$ cat config.mk
export PLATFORM = sky130hd
export DESIGN_NAME = caltime_keeper
export DESIGN_NICKNAME = d
export VERILOG_FILES = /design/src/rtl/caltime_pkg.sv /design/src/rtl/caltime_ctrl.sv /design/src/rtl/caltime_datapath.sv /design/src/rtl/caltime_keeper.sv
export SDC_FILE = /design/constraint.sdc
export NUM_CORES = 1
export LEC_CHECK = 0
export ABC_AREA = 1
export CORE_ASPECT_RATIO = 1.5
export CORE_MARGIN = 5
export CORE_UTILIZATION = 45
export CTS_CLUSTER_DIAMETER = 30
export CTS_CLUSTER_SIZE = 24
export DETAILED_ROUTE_END_ITERATION = 6
export PLACE_DENSITY = 0.66
export SKIP_CTS_REPAIR_TIMING = 1
export SLEW_MARGIN = 20
export SYNTH_ARGS = -nofsm -noshare
export SYNTH_HDL_FRONTEND = slang
export SYNTH_HIERARCHICAL = 1
export SYNTH_SLANG_ARGS = --single-unit
$ cat constraint.sdc
create_clock -name clk -period 4.75 [get_ports clk]
set_input_delay 1.425 -clock clk [delete_from_list [all_inputs] [get_ports clk]]
set_output_delay 1.425 -clock clk [all_outputs]
set_load 0.02 [all_outputs]
$ cat src/rtl/caltime_pkg.sv
package caltime_pkg;

  localparam int unsigned NUM_FIELDS = 8;
  localparam int unsigned FIELD_W    = 7;
  localparam int unsigned BYTE_W     = 8;
  localparam int unsigned ADDR_W     = $clog2(NUM_FIELDS);

  localparam logic [FIELD_W-1:0] SEC_LAST   = 7'd59;
  localparam logic [FIELD_W-1:0] MIN_LAST   = 7'd59;
  localparam logic [FIELD_W-1:0] HOUR_LAST  = 7'd23;
  localparam logic [FIELD_W-1:0] DOW_LAST   = 7'd7;
  localparam logic [FIELD_W-1:0] MON_LAST   = 7'd12;
  localparam logic [FIELD_W-1:0] YEAR_LAST  = 7'd99;
  localparam logic [FIELD_W-1:0] SUNDAY     = 7'd1;
  localparam logic [FIELD_W-1:0] DST_HOUR   = 7'd1;
  localparam logic [FIELD_W-1:0] SPRING_MON = 7'd4;
  localparam logic [FIELD_W-1:0] FALL_MON   = 7'd10;
  localparam logic [FIELD_W-1:0] CENT_ROLL  = 7'h20;

  typedef enum logic [ADDR_W-1:0] {
    F_SEC  = 3'd0,
    F_MIN  = 3'd1,
    F_HOUR = 3'd2,
    F_DOW  = 3'd3,
    F_DOM  = 3'd4,
    F_MON  = 3'd5,
    F_YEAR = 3'd6,
    F_CENT = 3'd7
  } fieldSel_e;

  typedef struct packed {
    logic                  advance;
    logic [NUM_FIELDS-1:0] load;
  } calStrobe_t;

  // Render a binary field value (0..99) as binary or packed BCD.
  function automatic logic [BYTE_W-1:0] encField(input logic [FIELD_W-1:0] v,
                                                 input logic bin);
    logic [BYTE_W-1:0] q;
    logic [BYTE_W-1:0] r;
    q = {1'b0, v} / 8'd10;
    r = {1'b0, v} % 8'd10;
    return bin ? {1'b0, v} : BYTE_W'((q << 4) | r);
  endfunction

  // Turn a binary or packed-BCD byte back into a binary field value.
  function automatic logic [FIELD_W-1:0] decField(input logic [BYTE_W-1:0] d,
                                                  input logic bin);
    logic [BYTE_W-1:0] b;
    b = ({4'd0, d[7:4]} * 8'd10) + {4'd0, d[3:0]};
    return bin ? d[FIELD_W-1:0] : b[FIELD_W-1:0];
  endfunction

endpackage

$ cat src/rtl/caltime_ctrl.sv
module caltime_ctrl
  import caltime_pkg::*;
(
  input  logic              clk,
  input  logic              rstN,
  input  logic              secTick,
  input  logic              freeze,
  input  logic              wrEn,
  input  logic [ADDR_W-1:0] wrAddr,
  output calStrobe_t        stb
);

  logic pendingQ;
  logic wantTick;

  assign wantTick = (secTick || pendingQ) && !freeze;

  always_comb begin
    stb.advance = wantTick && !wrEn;
    stb.load    = '0;
    if (wrEn) stb.load[wrAddr] = 1'b1;
  end

  // A second that collides with a host write is held for one slot.
  always_ff @(posedge clk or negedge rstN) begin
    if (!rstN) pendingQ <= 1'b0;
    else       pendingQ <= wantTick && wrEn;
  end

  AST_COLLIDE_DEFER: assert property (@(posedge clk) disable iff (!rstN)
    (secTick && wrEn && !freeze) |=> (stb.advance || wrEn || freeze));

  AST_SINGLE_LOAD: assert property (@(posedge clk) disable iff (!rstN)
    $onehot0(stb.load) && (stb.load == '0 || !stb.advance));

endmodule

$ cat src/rtl/caltime_datapath.sv
module caltime_datapath
  import caltime_pkg::*;
(
  input  logic              clk,
  input  logic              rstN,
  input  calStrobe_t        stb,
  input  logic              dataBinary,
  input  logic              hour24,
  input  logic              dstEnable,
  input  logic [BYTE_W-1:0] wrData,
  output logic [BYTE_W-1:0] secOut,
  output logic [BYTE_W-1:0] minOut,
  output logic [BYTE_W-1:0] hourOut,
  output logic [BYTE_W-1:0] dowOut,
  output logic [BYTE_W-1:0] domOut,
  output logic [BYTE_W-1:0] monOut,
  output logic [BYTE_W-1:0] yearOut,
  output logic [BYTE_W-1:0] centOut,
  output logic              updateDone
);

  logic [FIELD_W-1:0] secQ, minQ, hourQ, dowQ, domQ, monQ, yearQ;
  logic [BYTE_W-1:0]  centQ;
  logic               armSpringQ, armFallQ, doneQ;

  // ---------------- host write decoding ----------------
  logic [FIELD_W-1:0] wrVal, wrVal12, wrHour;
  always_comb begin
    wrVal   = decField(wrData, dataBinary);
    wrVal12 = decField({1'b0, wrData[6:0]}, dataBinary);
    if (hour24) begin
      wrHour = wrVal;
    end else begin
      wrHour = (wrVal12 >= 7'd12) ? (wrVal12 - 7'd12) : wrVal12;
      if (wrData[7]) wrHour = wrHour + 7'd12;
    end
  end

  // ---------------- calendar rules ----------------
  logic [FIELD_W-1:0] centBin, monthLen;
  logic               isLeap;
  always_comb begin
    centBin = decField({1'b0, centQ[6:0]}, 1'b0);
    isLeap  = (yearQ[1:0] == 2'b00) &&
              ((yearQ != '0) || (centBin[1:0] == 2'b00));
    case (monQ)
      7'd2:                         monthLen = isLeap ? 7'd29 : 7'd28;
      7'd4, 7'd6, 7'd9, 7'd11:      monthLen = 7'd30;
      default:                      monthLen = 7'd31;
    endcase
  end

  // ---------------- one-second step ----------------
  logic secWrap, minWrap, hourWrap, dayWrap, monWrap, yearWrap;
  logic atDstHour, springJump, fallBack;
  logic [FIELD_W-1:0] secNxt, minNxt, hourNxt, dowNxt, domNxt, monNxt, yearNxt;
  logic [BYTE_W-1:0]  centNxt;
  logic               armSpringNxt, armFallNxt;

  always_comb begin
    secWrap    = secQ >= SEC_LAST;
    minWrap    = secWrap && (minQ >= MIN_LAST);
    atDstHour  = dstEnable && (hourQ == DST_HOUR) && minWrap;
    springJump = atDstHour && armSpringQ;
    fallBack   = atDstHour && armFallQ && !armSpringQ;
    hourWrap   = minWrap && (hourQ >= HOUR_LAST);
    dayWrap    = hourWrap && (domQ >= monthLen);
    monWrap    = dayWrap && (monQ >= MON_LAST);
    yearWrap   = monWrap && (yearQ >= YEAR_LAST);

    secNxt = secWrap ? '0 : secQ + 7'd1;

    minNxt = minQ;
    if (secWrap) minNxt = (minQ >= MIN_LAST) ? '0 : minQ + 7'd1;

    hourNxt = hourQ;
    if (springJump)    hourNxt = DST_HOUR + 7'd2;
    else if (fallBack) hourNxt = DST_HOUR;
    else if (hourWrap) hourNxt = '0;
    else if (minWrap)  hourNxt = hourQ + 7'd1;

    dowNxt = dowQ;
    domNxt = domQ;
    if (hourWrap) begin
      dowNxt = (dowQ >= DOW_LAST) ? SUNDAY : dowQ + 7'd1;
      domNxt = dayWrap ? 7'd1 : domQ + 7'd1;
    end

    monNxt = monQ;
    if (monWrap)      monNxt = 7'd1;
    else if (dayWrap) monNxt = monQ + 7'd1;

    yearNxt = yearQ;
    if (yearWrap)     yearNxt = '0;
    else if (monWrap) yearNxt = yearQ + 7'd1;

    centNxt = yearWrap ? {centQ[7], CENT_ROLL} : centQ;

    // The Sunday tests run when the day changes, on the new date.
    armSpringNxt = armSpringQ;
    armFallNxt   = armFallQ;
    if (hourWrap) begin
      armSpringNxt = dstEnable && (monNxt == SPRING_MON) &&
                     (dowNxt == SUNDAY) && (domNxt <= 7'd7);
      armFallNxt   = dstEnable && (monNxt == FALL_MON) &&
                     (dowNxt == SUNDAY) && (domNxt >= 7'd25);
    end else if (fallBack) begin
      armFallNxt   = 1'b0;
    end
  end

  // ---------------- state ----------------
  always_ff @(posedge clk or negedge rstN) begin
    if (!rstN) begin
      secQ       <= '0;
      minQ       <= '0;
      hourQ      <= '0;
      dowQ       <= SUNDAY;
      domQ       <= 7'd1;
      monQ       <= 7'd1;
      yearQ      <= '0;
      centQ      <= {1'b0, CENT_ROLL};
      armSpringQ <= 1'b0;
      armFallQ   <= 1'b0;
      doneQ      <= 1'b0;
    end else begin
      doneQ <= stb.advance;

      if (stb.load[F_SEC])       secQ <= wrVal;
      else if (stb.advance)      secQ <= secNxt;

      if (stb.load[F_MIN])       minQ <= wrVal;
      else if (stb.advance)      minQ <= minNxt;

      if (stb.load[F_HOUR])      hourQ <= wrHour;
      else if (stb.advance)      hourQ <= hourNxt;

      if (stb.load[F_DOW])       dowQ <= wrVal;
      else if (stb.advance)      dowQ <= dowNxt;

      if (stb.load[F_DOM])       domQ <= wrVal;
      else if (stb.advance)      domQ <= domNxt;

      if (stb.load[F_MON])       monQ <= wrVal;
      else if (stb.advance)      monQ <= monNxt;

      if (stb.load[F_YEAR])      yearQ <= wrVal;
      else if (stb.advance)      yearQ <= yearNxt;

      if (stb.load[F_CENT])      centQ <= wrData;
      else if (stb.advance)      centQ <= centNxt;

      if (stb.advance) begin
        armSpringQ <= armSpringNxt;
        armFallQ   <= armFallNxt;
      end
    end
  end

  // ---------------- output rendering ----------------
  logic [FIELD_W-1:0] hour12;
  logic [BYTE_W-1:0]  hour12Enc;
  always_comb begin
    if (hourQ == '0)         hour12 = 7'd12;
    else if (hourQ > 7'd12)  hour12 = hourQ - 7'd12;
    else                     hour12 = hourQ;
    hour12Enc = encField(hour12, dataBinary);
  end

  assign secOut     = encField(secQ, dataBinary);
  assign minOut     = encField(minQ, dataBinary);
  assign hourOut    = hour24 ? encField(hourQ, dataBinary)
                             : {(hourQ >= 7'd12), hour12Enc[6:0]};
  assign dowOut     = encField(dowQ, dataBinary);
  assign domOut     = encField(domQ, dataBinary);
  assign monOut     = encField(monQ, dataBinary);
  assign yearOut    = encField(yearQ, dataBinary);
  assign centOut    = centQ;
  assign updateDone = doneQ;

  // ---------------- assertions ----------------
  AST_SEC_STEP: assert property (@(posedge clk) disable iff (!rstN)
    (stb.advance && !stb.load[F_SEC] && (secQ < SEC_LAST)) |=>
      (secQ == $past(secQ) + 7'd1) && updateDone);

  AST_IDLE_HOLD: assert property (@(posedge clk) disable iff (!rstN)
    (!stb.advance && (stb.load == '0)) |=>
      ($stable({secQ, minQ, hourQ, dowQ, domQ, monQ, yearQ, centQ}) && !updateDone));

  AST_CENT_ROLL: assert property (@(posedge clk) disable iff (!rstN)
    (stb.advance && yearWrap) |=>
      (centQ[6:0] == CENT_ROLL) && (centQ[7] == $past(centQ[7])) && (yearQ == '0));

  AST_DOW_CYCLE: assert property (@(posedge clk) disable iff (!rstN)
    (stb.advance && hourWrap && (dowQ == DOW_LAST)) |=> (dowQ == SUNDAY));

endmodule

$ cat src/rtl/caltime_keeper.sv
module caltime_keeper
  import caltime_pkg::*;
(
  input  logic              clk,
  input  logic              rstN,
  input  logic              secTick,
  input  logic              freeze,
  input  logic              dataBinary,
  input  logic              hour24,
  input  logic              dstEnable,
  input  logic              wrEn,
  input  logic [ADDR_W-1:0] wrAddr,
  input  logic [BYTE_W-1:0] wrData,
  output logic [BYTE_W-1:0] secOut,
  output logic [BYTE_W-1:0] minOut,
  output logic [BYTE_W-1:0] hourOut,
  output logic [BYTE_W-1:0] dowOut,
  output logic [BYTE_W-1:0] domOut,
  output logic [BYTE_W-1:0] monOut,
  output logic [BYTE_W-1:0] yearOut,
  output logic [BYTE_W-1:0] centOut,
  output logic              updateDone
);

  calStrobe_t stb;

  caltime_ctrl u_ctrl (
    .clk     (clk),
    .rstN    (rstN),
    .secTick (secTick),
    .freeze  (freeze),
    .wrEn    (wrEn),
    .wrAddr  (wrAddr),
    .stb     (stb)
  );

  caltime_datapath u_dp (
    .clk        (clk),
    .rstN       (rstN),
    .stb        (stb),
    .dataBinary (dataBinary),
    .hour24     (hour24),
    .dstEnable  (dstEnable),
    .wrData     (wrData),
    .secOut     (secOut),
    .minOut     (minOut),
    .hourOut    (hourOut),
    .dowOut     (dowOut),
    .domOut     (domOut),
    .monOut     (monOut),
    .yearOut    (yearOut),
    .centOut    (centOut),
    .updateDone (updateDone)
  );

endmodule

# After elaboration in Yosys (flattened, before gate mapping)
# Cells that the tools add are included.
[word_totals]
inputBits = 19
output_inout_bits = 65
ramBits = 0
elab_cells = 181
latch_bits = 0
ff_bits = 61
n_memories = 0
rom_bits = 0
[classes]
bitwise = 8
muxes = 55
n_lt_le_gt_ge = 14
n_div = 16
n_shift = 0
eq_ne = 9
n_reduce_logical = 50
multipliers = 3
n_addsub = 13
[ops]
columns = ["cell", "count"]
rows = [
  ["$mux W7", 38],
  ["$mux W8", 11],
  ["$div A7 B4 Y8 const B", 8],
  ["$mod A7 B4 Y8 const B", 8],
  ["$or A8 B8 Y8", 7],
  ["$add A7 B1 Y7 const B", 7],
  ["$reduce_bool A2 Y1", 11],
  ["$eq A7 B3 Y1 const B", 3],
  ["$eq A7 B4 Y1 const B", 3],
  ["$ge A7 B4 Y1 const B", 3],
  ["$logic_and A1 B1 Y1", 21],
  ["$add A7 B4 Y7", 2],
  ["$eq A7 B1 Y1 const B", 2],
  ["$ge A7 B5 Y1 const B", 2],
  ["$ge A7 B6 Y1 const B", 2],
  ["$pmux W7 S2", 1],
  ["$sub A7 B4 Y7 const B", 2],
  ["$reduce_and A2 Y1", 6],
  ["$add A7 B4 Y7 const B", 1],
  ["$eq A7 B2 Y1 const B", 1],
  ["$ge A7 B3 Y1 const B", 1],
  ["$ge A7 B7 Y1", 1],
  ["$ge A7 B7 Y1 const B", 1],
  ["$gt A7 B4 Y1 const B", 1],
  ["18 further kinds", 25],
]

# Depth between registers and ports, before layout
# Gate-level depths: netlist of run 1.
[depth]
ltp_word = 16
mapped_depth = 25
depth_no_buf = 24

# By module
# The synthesis of run 1 kept the hierarchy.
[by_module_without_submodules]
columns = ["mod", "cells_per_inst", "n_inst", "area_per_inst_um2"]
rows = [
  ["caltime_datapath", 1226, 1, 7836.3],
  ["caltime_ctrl", 22, 1, 111.4],
]

# Worst setup path after synthesis of run 1
# Ideal clock, no wire load.
[synth_path]
path_type = "input -> output"
startpoint = "in dataBinary"
endpoint = "out domOut[5]"
required_ns = 3.325
arrival_time_ns = 2.828
path_stages = 7
path_slack_ns = 0.497
cell_sequence = "clkbuf_2 inv_1 clkbuf_1 buf_2 clkbuf_1 nor2_1 a21oi_1"
[synth_via]
elab_chain_cells = 1
[synth_lines]
columns = ["element", "line_no", "source"]
rows = [
  ["from (decl)", "caltime_keeper.sv:8", "input logic dataBinary,"],
  ["$mux W8", "caltime_pkg.sv:43", "return bin ? {1'b0, v} : BYTE_W'((q << 4) | r);"],
  ["to (decl)", "caltime_keeper.sv:18", "output logic [BYTE_W-1:0] domOut,"],
]
# No other way between the ends.

# Final worst setup path of run 1
[layout_path]
startpoint = "reg u_dp.hourQ[2]"
endpoint = "out hourOut[5]"
[layout_via]
elab_chain_cells = 7
word_cells_on_any_way = 14
cone_classes = "1 x add/sub; 4 x div; 1 x order compare; 5 x mux; 2 x bitwise; 1 x reduce/logical"
[layout_lines]
columns = ["element", "line_no", "source"]
rows = [
  ["from (decl)", "caltime_datapath.sv:22", "logic [FIELD_W-1:0] secQ, minQ, hourQ, dowQ, domQ, monQ, yearQ;"],
  ["from (signal assigned)", "caltime_datapath.sv:135", "if (stb.load[F_HOUR]) hourQ <= wrHour;"],
  ["from (signal assigned)", "caltime_datapath.sv:136", "else if (stb.advance) hourQ <= hourNxt;"],
  ["$sub A7 B4 Y7 / $gt A7 B4 Y1 (equally long branches)", "caltime_datapath.sv:165", "else if (hourQ > 7'd12) hour12 = hourQ - 7'd12;"],
  ["$mux W7", "caltime_datapath.sv:165", ""],
  ["$mux W7", "caltime_datapath.sv:164", "if (hourQ == '0) hour12 = 7'd12;"],
  ["$div A7 B4 Y8 / $mod A7 B4 Y8 (equally long branches)", "caltime_pkg.sv:41, caltime_pkg.sv:42", ""],
  ["$or A7 B7 Y7", "caltime_pkg.sv:43", ""],
  ["$mux W7", "caltime_pkg.sv:43", ""],
  ["$mux W8 *", "caltime_datapath.sv:172", "assign hourOut = hour24 ? encField(hourQ, dataBinary)"],
  ["to (decl)", "caltime_keeper.sv:16", "output logic [BYTE_W-1:0] hourOut,"],
]
# Mark *: on every way between the ends. The rest lies on a longest branch, timed or not.

==> flow_metrics.env, run 1 <==
export IMPL_netlist_area_mm2=0.00795
export IMPL_final_common_cell="nand2_1"
export IMPL_fin_nets=1438
export IMPL_crit_path_top_delay_cell="dfrtp_1"
export IMPL_first_pass_iters=5
export IMPL_drtIter0Drc=433
export IMPL_critPathKind="reg -> out"
export IMPL_yosysSeqAreaShare_pct=19.3
export IMPL_powerDensity_mw_per_mm2=784
export IMPL_synth_ff_type="dfrtp_1"
export IMPL_post_dp_hpwl_mm=18.8
export IMPL_ys_types=59
export IMPL_maxCapViolCount=0
export IMPL_numPortBuffers=83
export IMPL_synthCells=1248
export IMPL_wl_per_cell_um=15.1
export IMPL_io_pins=84
export IMPL_grt_pass1_wl_mm=38.6
export IMPL_die_area_mm2=0.0205
export IMPL_cp_start_kind="register"
export IMPL_h_tree_depth=3
export IMPL_crit_path_end_kind="output pin"
export IMPL_hold_ws_ns=0.473
export IMPL_via_count=8636
export IMPL_root_buffer="clkbuf_16"
export IMPL_ys_ff_latch=61
export IMPL_yosys_warnings=6
export IMPL_worst_pin_slew_ns=0.832
export IMPL_cp_max_fo=5
export IMPL_fin_crit_sh_pct=94.9
export IMPL_crit_required_ns=3.32
export IMPL_path_depth=24
export IMPL_leakage_uw=0.00531
export IMPL_path_buf_inv=5
export IMPL_grt_overflow=0
export IMPL_coreArea_mm2=0.0173
export IMPL_relSlewSlack_pct=44.5
export IMPL_r2r_slack_ns=1.47
export IMPL_critPathTopFamily="simple AND/OR/NAND/NOR gates"
export IMPL_finalHoldViolations=0
export IMPL_dieHeight_um=173
export IMPL_rr_startpoint="u_dp/monQ[0]$_DFFE_PN1P_"
export IMPL_cts_buffers=9
export IMPL_syn_nets=1324
export IMPL_cts_num_sinks=61
export IMPL_r2r_end="u_dp/centOut[5]$_DFFE_PN1P_"
export IMPL_cp_cell_sequence="inv_1 > ha_1 > inv_1 > nand2_2 > nand2_4 > xor2_4 > nand2_2 > nand2_2 > nand2_4 > nand2_1 > nand2_2 > inv_4 > nand2_4 > nand3_1 > nand2_2 > ha_1 > inv_1 > nand3_1 > a21oi_1 > nand3_1 > nand2_1 > nand2_1 > nand2_1 > clkbuf_2"
export IMPL_antenna_cells=0
export IMPL_drv_slew=0
export IMPL_comb_power_share_pct=80.5
export IMPL_ir_drop_mv=0.730
export IMPL_tritoncts="yes"
export IMPL_critPathCapture="hourOut[5]"
export IMPL_grt_usage_pct=22.2
export IMPL_core_rowCount=59
export IMPL_min_period_ns=4.51
export IMPL_vias_per_cell=5.47
export IMPL_die_w_um=119
export IMPL_synth_avg_cell_area_um2=6.37
export IMPL_post_route_drc_count=0
export IMPL_startpoint="u_dp/hourQ[2]$_DFFE_PN0P_"
export IMPL_power_switching_uw=4230
export IMPL_grt_max_degree=43
export IMPL_area_growth_pct=23.1
export IMPL_clk_latency_ns=0.33
export IMPL_critPathMostFrequentCell="nand2_2"
export IMPL_clockBufferDepth=2
export IMPL_rsz0062_at_grt="yes"
export IMPL_r2r_cells=18
export IMPL_totalWireLength_mm=23.8
export IMPL_ant_nets=0
export IMPL_synth_edff_count=0
export IMPL_start_util_pct=45.8
export IMPL_cp_arrival_ns=3.08
export IMPL_holdCritPathClass="reg -> reg"
export IMPL_ys_async_sr_fraction_pct=100
export IMPL_clkPwrFrac_pct=8.0
export IMPL_p_seq_share_pct=11.6
export IMPL_slowest_delay_ns=0.39
export IMPL_switching_share_pct=55.2
export IMPL_place_gp_congestion=0.885
export IMPL_finish_utilization_pct=56.4
export IMPL_status="finished, final reports clean"
export IMPL_antenna_found_initial=0
export IMPL_setup_viol=0
export IMPL_path_clk_slew_ns=0.05
export IMPL_grt_pass1_vias=8195
export IMPL_drive_above_1_share_pct=14.9
export IMPL_finalClockSkew_ns=0.00695
export IMPL_p_int_uw=3430
export IMPL_max_freq_mhz=222
export IMPL_final_cell_mix="314 x nand2_1, 160 x inv_1, 114 x nand3_1, 90 x nor2_1, 73 x o21ai_0"
export IMPL_min_from="u_dp/centOut[6]$_DFFE_PN0P_"
## registers in the layout (all words and copies together), names as in the netlist
signal           count
u_dp/monQ            7
u_dp/dowQ            7
u_dp/minQ            7
u_dp/hourQ           7
u_dp/updateDone      1
u_dp/centOut         8
u_dp/armFallQ        1
u_ctrl/pendingQ      1
u_dp/domQ            7
u_dp/secQ            7
u_dp/armSpringQ      1
u_dp/yearQ           7
## per-stage QoR
stage | setup WS, ns | instances | instance area, um2 | total power, uW | setup TNS, ns
after floorplan | 0.497 | 1248 | 7950 | 5130 | 0
after global placement | 0.117 | 1555 | 9220 | 6890 | 0
after detailed placement | 0.0628 | 1555 | 9220 | 6950 | 0
after CTS | -0.267 | 1571 | 9510 | 7590 | -5.14
after global routing | -0.0105 | 1580 | 9780 | 8460 | -0.0122
final | 0.244 | 1580 | 9780 | 7660 | 0
## worst min path at each step
stage	to	slack [ns]	depth (start not counted)
detailed placement	u_dp/centOut[6]$_DFFE_PN0P_	0.47	2
CTS	u_dp/centOut[6]$_DFFE_PN0P_	0.48	2
finish	u_dp/centOut[6]$_DFFE_PN0P_	0.47	2
global placement	u_dp/centOut[6]$_DFFE_PN0P_	0.46	2
floorplan	u_dp/armFallQ$_DFFE_PN0P_	0.48	2
global route	u_dp/centOut[6]$_DFFE_PN0P_	0.49	2
## metal layers
metal  track usage [%]  vias up  part of all wire (%)
met1              26.2     4018                    42
met2              41.3      202                    52
met4              7.71        0                   2.9
met3              2.45       50                   3.0
met5                 0        -                     0
li1                  -     4366                     -
## Yosys cell counts, drive strengths merged, types with 2 or more instances
library cell / number / share of area (%)
a21boi: 5 / 0.52
a21oi: 53 / 3.6
a22o: 3 / 0.33
a22oi: 5 / 0.47
a31oi: 4 / 0.31
and2: 3 / 0.27
buf: 16 / 1.3
clkbuf: 16 / 0.77
clkinv: 3 / 0.14
dfrtp: 57 / 18
dfstp: 4 / 1.3
fa: 2 / 0.50
ha: 55 / 8.7
inv: 175 / 8.3
nand2: 365 / 19
nand3: 125 / 8.7
nand3b: 3 / 0.33
nand4: 27 / 2.1
nor2: 97 / 5.0
nor3: 10 / 0.69
nor4: 2 / 0.16
o211ai: 13 / 1.3
o21ai: 100 / 6.5
o221ai: 33 / 3.6
o22ai: 8 / 0.63
o311ai: 2 / 0.22
o31ai: 4 / 0.38
or2: 6 / 0.47
xnor2: 9 / 0.99
xor2: 37 / 4.4
## power groups by stage
stage	combinational [uW]	clock [uW]	sequential, uW
after floorplan	4280	0	844
after global placement	6010	0	881
after detailed placement	6070	0	884
after CTS	6090	623	876
after global routing	6890	648	915
final	6170	610	888
## tightest hold or removal path, stage by stage, from the launching register on
cell     delay [ns]
dfrtp_1        0.34
nand2_1        0.05
nand2_1        0.05
## logic make-up (layout without fill, tap and decap cells)
| kind of cell | Yosys count | in the layout | share of synthesized area, % |
|---|---|---|---|
| and+or+nand+nor | 638 | 638 | 37.0 |
| AOI/OAI and AO/OA | 234 | 234 | 18.3 |
| buffers and inverters | 210 | 329 | 10.5 |
| DFF | 61 | 61 | 19.3 |
| adders and majority gates | 57 | 57 | 9.16 |
| xor gates and xnor gates | 46 | 46 | 5.40 |
| muxes | 2 | 2 | 0.425 |
## layout make-up
class	instances	area (um2)
fill	1709	7570
multi-input combinational	977	5720
sequential	61	1540
timing repair buffer	135	1310
inverter	178	671
tap	213	267
clock buffer	13	260
clock inverter	3	21.3
Power figures use the tool's default switching activity.
==> inputs of run 2 (changes only) <==
- ABC_AREA: 1 -> 0
- CORE_ASPECT_RATIO: 1.5 -> 1.2
- CORE_MARGIN: 5 -> 2
- PLACE_DENSITY: 0.66 -> not set
==> flow_metrics.env, run 2 <==
export IMPL_cts_buffers=9
export IMPL_synth_top_area_share_pct=15.2
export IMPL_yosys_area_share_simple_pct=23.1
export IMPL_cp_cell_sequence="inv_1 > ha_2 > and2_1 > buf_4 > nor3_4 > or2_2 > buf_4 > nor3_1 > nor3_2 > a31oi_1 > mux2_1 > or3_1 > dlymetal6s2s_1"
export IMPL_grt_max_degree=37
export IMPL_start_util_pct=46.1
export IMPL_ir_drop_mv=0.419
export IMPL_final_cells=1736
export IMPL_die_area_mm2=0.0220
export IMPL_grt_usage_pct=26.8
export IMPL_grt_pass1_vias=9750
export IMPL_wl_per_cell_um=17.0
export IMPL_io_pins=84
export IMPL_synth_avg_cell_area_um2=7.14
export IMPL_root_buffer="clkbuf_16"
export IMPL_synthCells=1314
export IMPL_drv_slew=0
export IMPL_first_pass_iters=5
export IMPL_vias_per_cell=6.03
export IMPL_core_rowCount=57
export IMPL_grt_overflow=0
export IMPL_holdCritPathClass="reg -> reg"
export IMPL_crit_path_end_kind="output pin"
export IMPL_drtIter0Drc=743
export IMPL_largest_reg_flops=8
export IMPL_post_dp_hpwl_mm=22.2
export IMPL_cp_start_kind="register"
export IMPL_drive_above_1_share_pct=20.6
export IMPL_fillerInstances=1940
export IMPL_ys_ff_latch=61
export IMPL_critPathMostFrequentCell="buf_4"
export IMPL_synth_edff_count=0
export IMPL_post_route_drc_count=0
export IMPL_crit_required_ns=3.32
export IMPL_grt_pass1_wl_mm=48.7
export IMPL_synthTopCellsByArea="dfrtp_1 15%, ha_1 7.3%, o21ai_0 7.1%"
export IMPL_antenna_found_initial=0
export IMPL_min_from="u_dp/centOut[5]$_DFFE_PN1P_"
export IMPL_status="complete, but fails checks"
export IMPL_setup_slack_ns=-0.0873
export IMPL_clockBufferDepth=2
export IMPL_numPortBuffers=83
export IMPL_h_tree_depth=3
export IMPL_dieHeight_um=162
export IMPL_final_cell_mix="176 x buf_4, 131 x o21ai_0, 114 x nor2_1, 99 x a21oi_1, 98 x nand2_1"
export IMPL_ys_top_cells_by_count="133 x o21ai_0, 117 x nor2_1, 103 x a21oi_1"
export IMPL_max_freq_mhz=207
export IMPL_netlist_area_mm2=0.00938
export IMPL_powerDensity_mw_per_mm2=699
export IMPL_synth_adder_area_share_pct=8.51
export IMPL_cts_num_sinks=61
export IMPL_rr_startpoint="u_dp/monQ[1]$_DFFE_PN0P_"
export IMPL_worst_pin_slew_ns=0.928
export IMPL_synth_most_common_cell="o21ai_0"
export IMPL_synth_top_family_by_area="compound AO/OA/AOI/OAI gates"
export IMPL_totalWireLength_mm=29.6
export IMPL_critPathTopFamily="simple AND/OR/NAND/NOR gates"
export IMPL_synthMuxAreaShare_pct=3.79
export IMPL_coreArea_mm2=0.0203
export IMPL_area_growth_pct=27.5
export IMPL_syn_nets=1390
export IMPL_slowest_delay_ns=0.44
export IMPL_synth_ff_type="dfrtp_1"
export IMPL_critPathKind="reg -> out"
export IMPL_tritoncts="yes"
export IMPL_antenna_cells=0
export IMPL_clk_latency_ns=0.34
export IMPL_fin_nets=1542
export IMPL_yosysSeqAreaShare_pct=16.3
export IMPL_finalClockSkew_ns=0.0122
export IMPL_placed_cells=1711
export IMPL_setup_viol=1
export IMPL_rsz0062_at_grt="yes"
export IMPL_cp_arrival_ns=3.41
export IMPL_path_buf_inv=4
export IMPL_ant_nets=0
export IMPL_min_period_ns=4.84
export IMPL_violations="setup timing"
export IMPL_synth_compound_area_share_pct=35.5
export IMPL_setup_tns_ns=-0.0873
export IMPL_startpoint="u_dp/hourQ[3]$_DFFE_PN0P_"
export IMPL_yosys_warnings=6
export IMPL_ys_async_sr_fraction_pct=100
export IMPL_crit_path_top_delay_cell="dfrtp_2"
export IMPL_finalHoldViolations=0
export IMPL_die_w_um=136
export IMPL_leakage_uw=0.00494
export IMPL_place_gp_congestion=0.900
export IMPL_maxCapViolCount=0
export IMPL_relSlewSlack_pct=37.9
export IMPL_path_clk_slew_ns=0.05
export IMPL_fin_crit_sh_pct=102
export IMPL_finish_utilization_pct=58.8
export IMPL_via_count=10500
export IMPL_synth_xor_area_share_pct=4.58
export IMPL_cp_max_fo=6
export IMPL_synth_area_leader_cell="dfrtp_1"
export IMPL_final_common_cell="buf_4"
export IMPL_ys_types=97
[run 2: changes by cell type in the layout (fill, tap and decap cells not counted), sizes merged, moves of 27 or more]
cell | before | now
a211oi | 0 | 27
a21oi | 53 | 104
buf | 55 | 180
clkdlybuf4s50 | 32 | 68
dlymetal6s2s | 42 | 9
inv | 175 | 57
nand2 | 365 | 98
nand3 | 125 | 41
nor3 | 10 | 42
o21ai | 100 | 137
o221ai | 33 | 5
[run 2: worst paths after layout]
check	slack [ns]	end	depth (start not counted)
worst max-delay path	-0.09	hourOut[1]	13
worst min-delay path	0.47	u_dp/centOut[5]$_DFFE_PN1P_	2
worst max register to register	0.93	u_dp/yearQ[5]$_DFFE_PN0P_	13
worst min register to register	0.47	u_dp/centOut[5]$_DFFE_PN1P_	2
max in group asynchronous	2.69	u_dp/domQ[0]$_DFFE_PN1P_	2
min in group asynchronous	1.12	u_dp/centOut[6]$_DFFE_PN0P_	1
[run 2: metal layers]
layer | vias to the layer above | global-route usage (%) | wire length, um
li1 | 5183 | - | -
met1 | 4956 | 35.9 | 13400
met2 | 279 | 44.8 | 14000
met3 | 56 | 3.25 | 1320
met4 | 0 | 8.57 | 826
met5 | - | 0 | 0
[run 2: logic make-up after synthesis]
family / count (synthesis)
xor+xnor: 49
flops: 61
buf+inv: 178
simple gates: 432
fa+ha+maj: 64
mux: 34
compound gates: 496
[run 2: worst register-to-register path: stages, from the launching register on]
cell and delay (ns):
dfrtp_1 0.58, ha_1 0.39, nor2_1 0.06, or3_1 0.30, o21ai_0 0.08, nand3_1 0.14
ha_1 0.31, nand2b_1 0.10, a21oi_1 0.07, o21ai_0 0.15, buf_4 0.20, nand3_2 0.12
or4_1 0.74, o311ai_0 0.45
[run 2: power by group]
group	switching (uW)	internal (uW)	total (uW)
registers	368	691	1060
clock network	249	505	754
logic	3510	3050	6550
total	4120	4240	8360
[run 2: layout make-up]
type | instances | area (um2) | share of cell area, %
Multi-Input combinational cell | 1075 | 7350 | 61.4
Inverter | 60 | 229 | 1.91
Timing Repair Buffer | 259 | 2160 | 18.1
Sequential cell | 61 | 1550 | 12.9
Clock inverter | 4 | 77.6 | 0.649
Tap cell | 265 | 332 | 2.77
Clock buffer | 12 | 267 | 2.23
[run 2: per-stage QoR]
step                      hold slack, ns  setup slack [ns]  area, um2  power [uW]
final                              0.469           -0.0873      12000        8360
after CTS                          0.477            -0.490      11600        8110
after global routing               0.511            -0.244      12000        9070
after floorplan                    0.468            0.0224       9420        5060
after global placement             0.453            -0.378      11300        7290
after detailed placement           0.468            -0.465      11300        7310
==> inputs of run 3 (changes only) <==
- SYNTH_HIERARCHICAL: 1 -> not set
==> flow_metrics.env, run 3 <==
export IMPL_synth_most_common_cell="o21ai_0"
export IMPL_grt_overflow=0
export IMPL_yosysSeqAreaShare_pct=16.4
export IMPL_busiest_layer="met2"
export IMPL_placed_area_mm2=0.0118
export IMPL_wl_per_cell_um=17.1
export IMPL_cp_start_kind="register"
export IMPL_synth_top_area_share_pct=15.3
export IMPL_ys_top_cells_by_count="138 x o21ai_0, 130 x nor2_1, 129 x nand2_1"
export IMPL_p_total_uw=7960
export IMPL_grt_pass1_vias=9933
export IMPL_synth_ff_type="dfrtp_1"
export IMPL_finalHoldViolations=0
export IMPL_yosys_warnings=0
export IMPL_post_dp_hpwl_mm=23.2
export IMPL_pre_cts_ws_ns=-0.635
export IMPL_drv_slew=0
export IMPL_largest_reg_flops=8
export IMPL_fin_nets=1652
export IMPL_rsz0062_at_grt="yes"
export IMPL_setup_tns_ns=0
export IMPL_numPortBuffers=83
export IMPL_totalWireLength_mm=31.5
export IMPL_final_cell_mix="239 x buf_4, 127 x nand2_1, 121 x nor2_1, 120 x o21ai_0, 99 x a21oi_1"
export IMPL_cts_buffers=9
export IMPL_h_tree_depth=3
export IMPL_die_area_mm2=0.0219
export IMPL_synthTopCellsByArea="dfrtp_1 15%, ha_1 7.9%, o21ai_0 7.4%"
export IMPL_holdCritPathClass="reg -> reg"
export IMPL_clockBufferDepth=2
export IMPL_cts_num_sinks=61
export IMPL_start_util_pct=45.9
export IMPL_relSlewSlack_pct=43.3
export IMPL_tritoncts="yes"
export IMPL_ys_types=87
export IMPL_netlist_area_mm2=0.00933
export IMPL_grtUsageMet2_pct=46.9
export IMPL_ys_ff_latch=61
export IMPL_ir_drop_mv=0.434
export IMPL_root_buffer="clkbuf_16"
export IMPL_setup_slack_ns=0.0129
export IMPL_grt_use_met1_pct=36.1
export IMPL_place_gp_congestion=0.925
export IMPL_crit_path_end_kind="output pin"
export IMPL_synth_edff_count=0
export IMPL_area_growth_pct=37.8
export IMPL_final_cells=1842
export IMPL_die_w_um=135
export IMPL_crit_required_ns=3.32
export IMPL_vias_per_cell=6.00
export IMPL_antenna_cells=0
export IMPL_via_count=11000
export IMPL_antenna_found_initial=0
export IMPL_syn_nets=1421
export IMPL_finalClockSkew_ns=0.00814
export IMPL_core_rowCount=57
export IMPL_grt_pass1_wl_mm=49.3
export IMPL_design_area_mm2=0.0129
export IMPL_io_pins=84
export IMPL_leakage_uw=0.00547
export IMPL_synth_area_leader_cell="dfrtp_1"
export IMPL_max_freq_mhz=211
export IMPL_synth_avg_cell_area_um2=6.95
export IMPL_grt_max_degree=41
export IMPL_cp_arrival_ns=3.31
export IMPL_first_pass_iters=5
export IMPL_coreArea_mm2=0.0203
export IMPL_status="finished, final reports clean"
export IMPL_maxCapViolCount=0
export IMPL_clk_latency_ns=0.33
export IMPL_post_route_drc_count=0
export IMPL_cp_max_fo=6
export IMPL_worst_pin_slew_ns=0.848
export IMPL_drive_above_1_share_pct=26.8
export IMPL_gr_usage_met3_pct=2.90
export IMPL_ys_async_sr_fraction_pct=100
export IMPL_grt_usage_pct=27.1
export IMPL_final_common_cell="buf_4"
export IMPL_setup_viol=0
export IMPL_min_period_ns=4.74
export IMPL_powerDensity_mw_per_mm2=620
export IMPL_drtIter0Drc=615
export IMPL_ant_nets=0
export IMPL_synthCells=1341
export IMPL_fin_crit_sh_pct=99.7
export IMPL_critPathKind="reg -> out"
export IMPL_placed_cells=1806
export IMPL_path_clk_slew_ns=0.06
export IMPL_dieHeight_um=162
run 3: changes by cell type in the layout (fill, tap and decap cells not counted), moves of 11 or more:
cell / previous run / this run
buf_4: 176 / 239
o31ai_1: 20 / 9
a211oi_1: 22 / 11
o21ai_0: 131 / 120
nand2_1: 98 / 127
nand2b_1: 18 / 32
clkdlybuf4s50_1: 68 / 47
run 3: power breakdown:
part	internal [uW]	switching (uW)
logic	3040	3290
registers	655	232
clock network	478	265
total	4170	3790
run 3: final timing paths:
check | start | endpoint | slack [ns] | cells after the start
worst max-delay path | u_dp.minQ[4]$_DFFE_PN0P_ | minOut[3] | 0.01 | 13
worst min-delay path | u_dp.centOut[5]$_DFFE_PN1P_ | u_dp.centOut[5]$_DFFE_PN1P_ | 0.47 | 2
worst max register to register | u_dp.yearQ[2]$_DFFE_PN0P_ | u_dp.centOut[3]$_DFFE_PN0P_ | 1.15 | 14
worst min register to register | u_dp.centOut[5]$_DFFE_PN1P_ | u_dp.centOut[5]$_DFFE_PN1P_ | 0.47 | 2
max in group asynchronous | rstN | u_dp.dowQ[0]$_DFFE_PN1P_ | 2.88 | 2
min in group asynchronous | rstN | u_dp.minQ[5]$_DFFE_PN0P_ | 1.10 | 1
run 3: cells by family after synthesis:
kind of cell | synth area share [%]
fa+ha+maj | 8.67
buf+inv | 6.72
flops | 16.4
mux | 2.67
simple gates | 26.3
compound gates | 35.6
xor+xnor | 3.66
run 3: final cells by class:
class / instances / area, um2
clock buffers: 10 / 239
clock inverters: 6 / 93.8
fillers: 1885 / 7470
inverters: 56 / 218
multi-input cells: 1123 / 7800
flip-flops and latches: 61 / 1540
well taps: 265 / 332
repair buffers: 321 / 2630
run 3: critical path, cell delays in order (launching register included):
cell and delay, ns:
dfrtp_2 0.43, inv_2 0.07, ha_4 0.30, and3b_1 0.21, o21ai_4 0.22, nand4_1 0.16, a21oi_2 0.24, buf_4 0.15
o211a_1 0.15, or3b_4 0.45, a21o_1 0.21, a21oi_2 0.12, xnor2_1 0.12, buf_4 0.16
run 3: metrics by stage:
step	utilization [%]	hold slack (ns)
3_3_place_gp	58.1	0.454
4_1_cts	59.7	0.469
2_1_floorplan	-	0.468
6_report	63.2	0.468
3_5_place_dp	58.1	0.460
5_1_grt	63.2	0.494
run 3: metal layers:
layer  vias up  routed length (um)
li1       5441                   -
met3        56                1560
met1      5235               13700
met2       314               15500
met5         -                   0
met4         0                 683
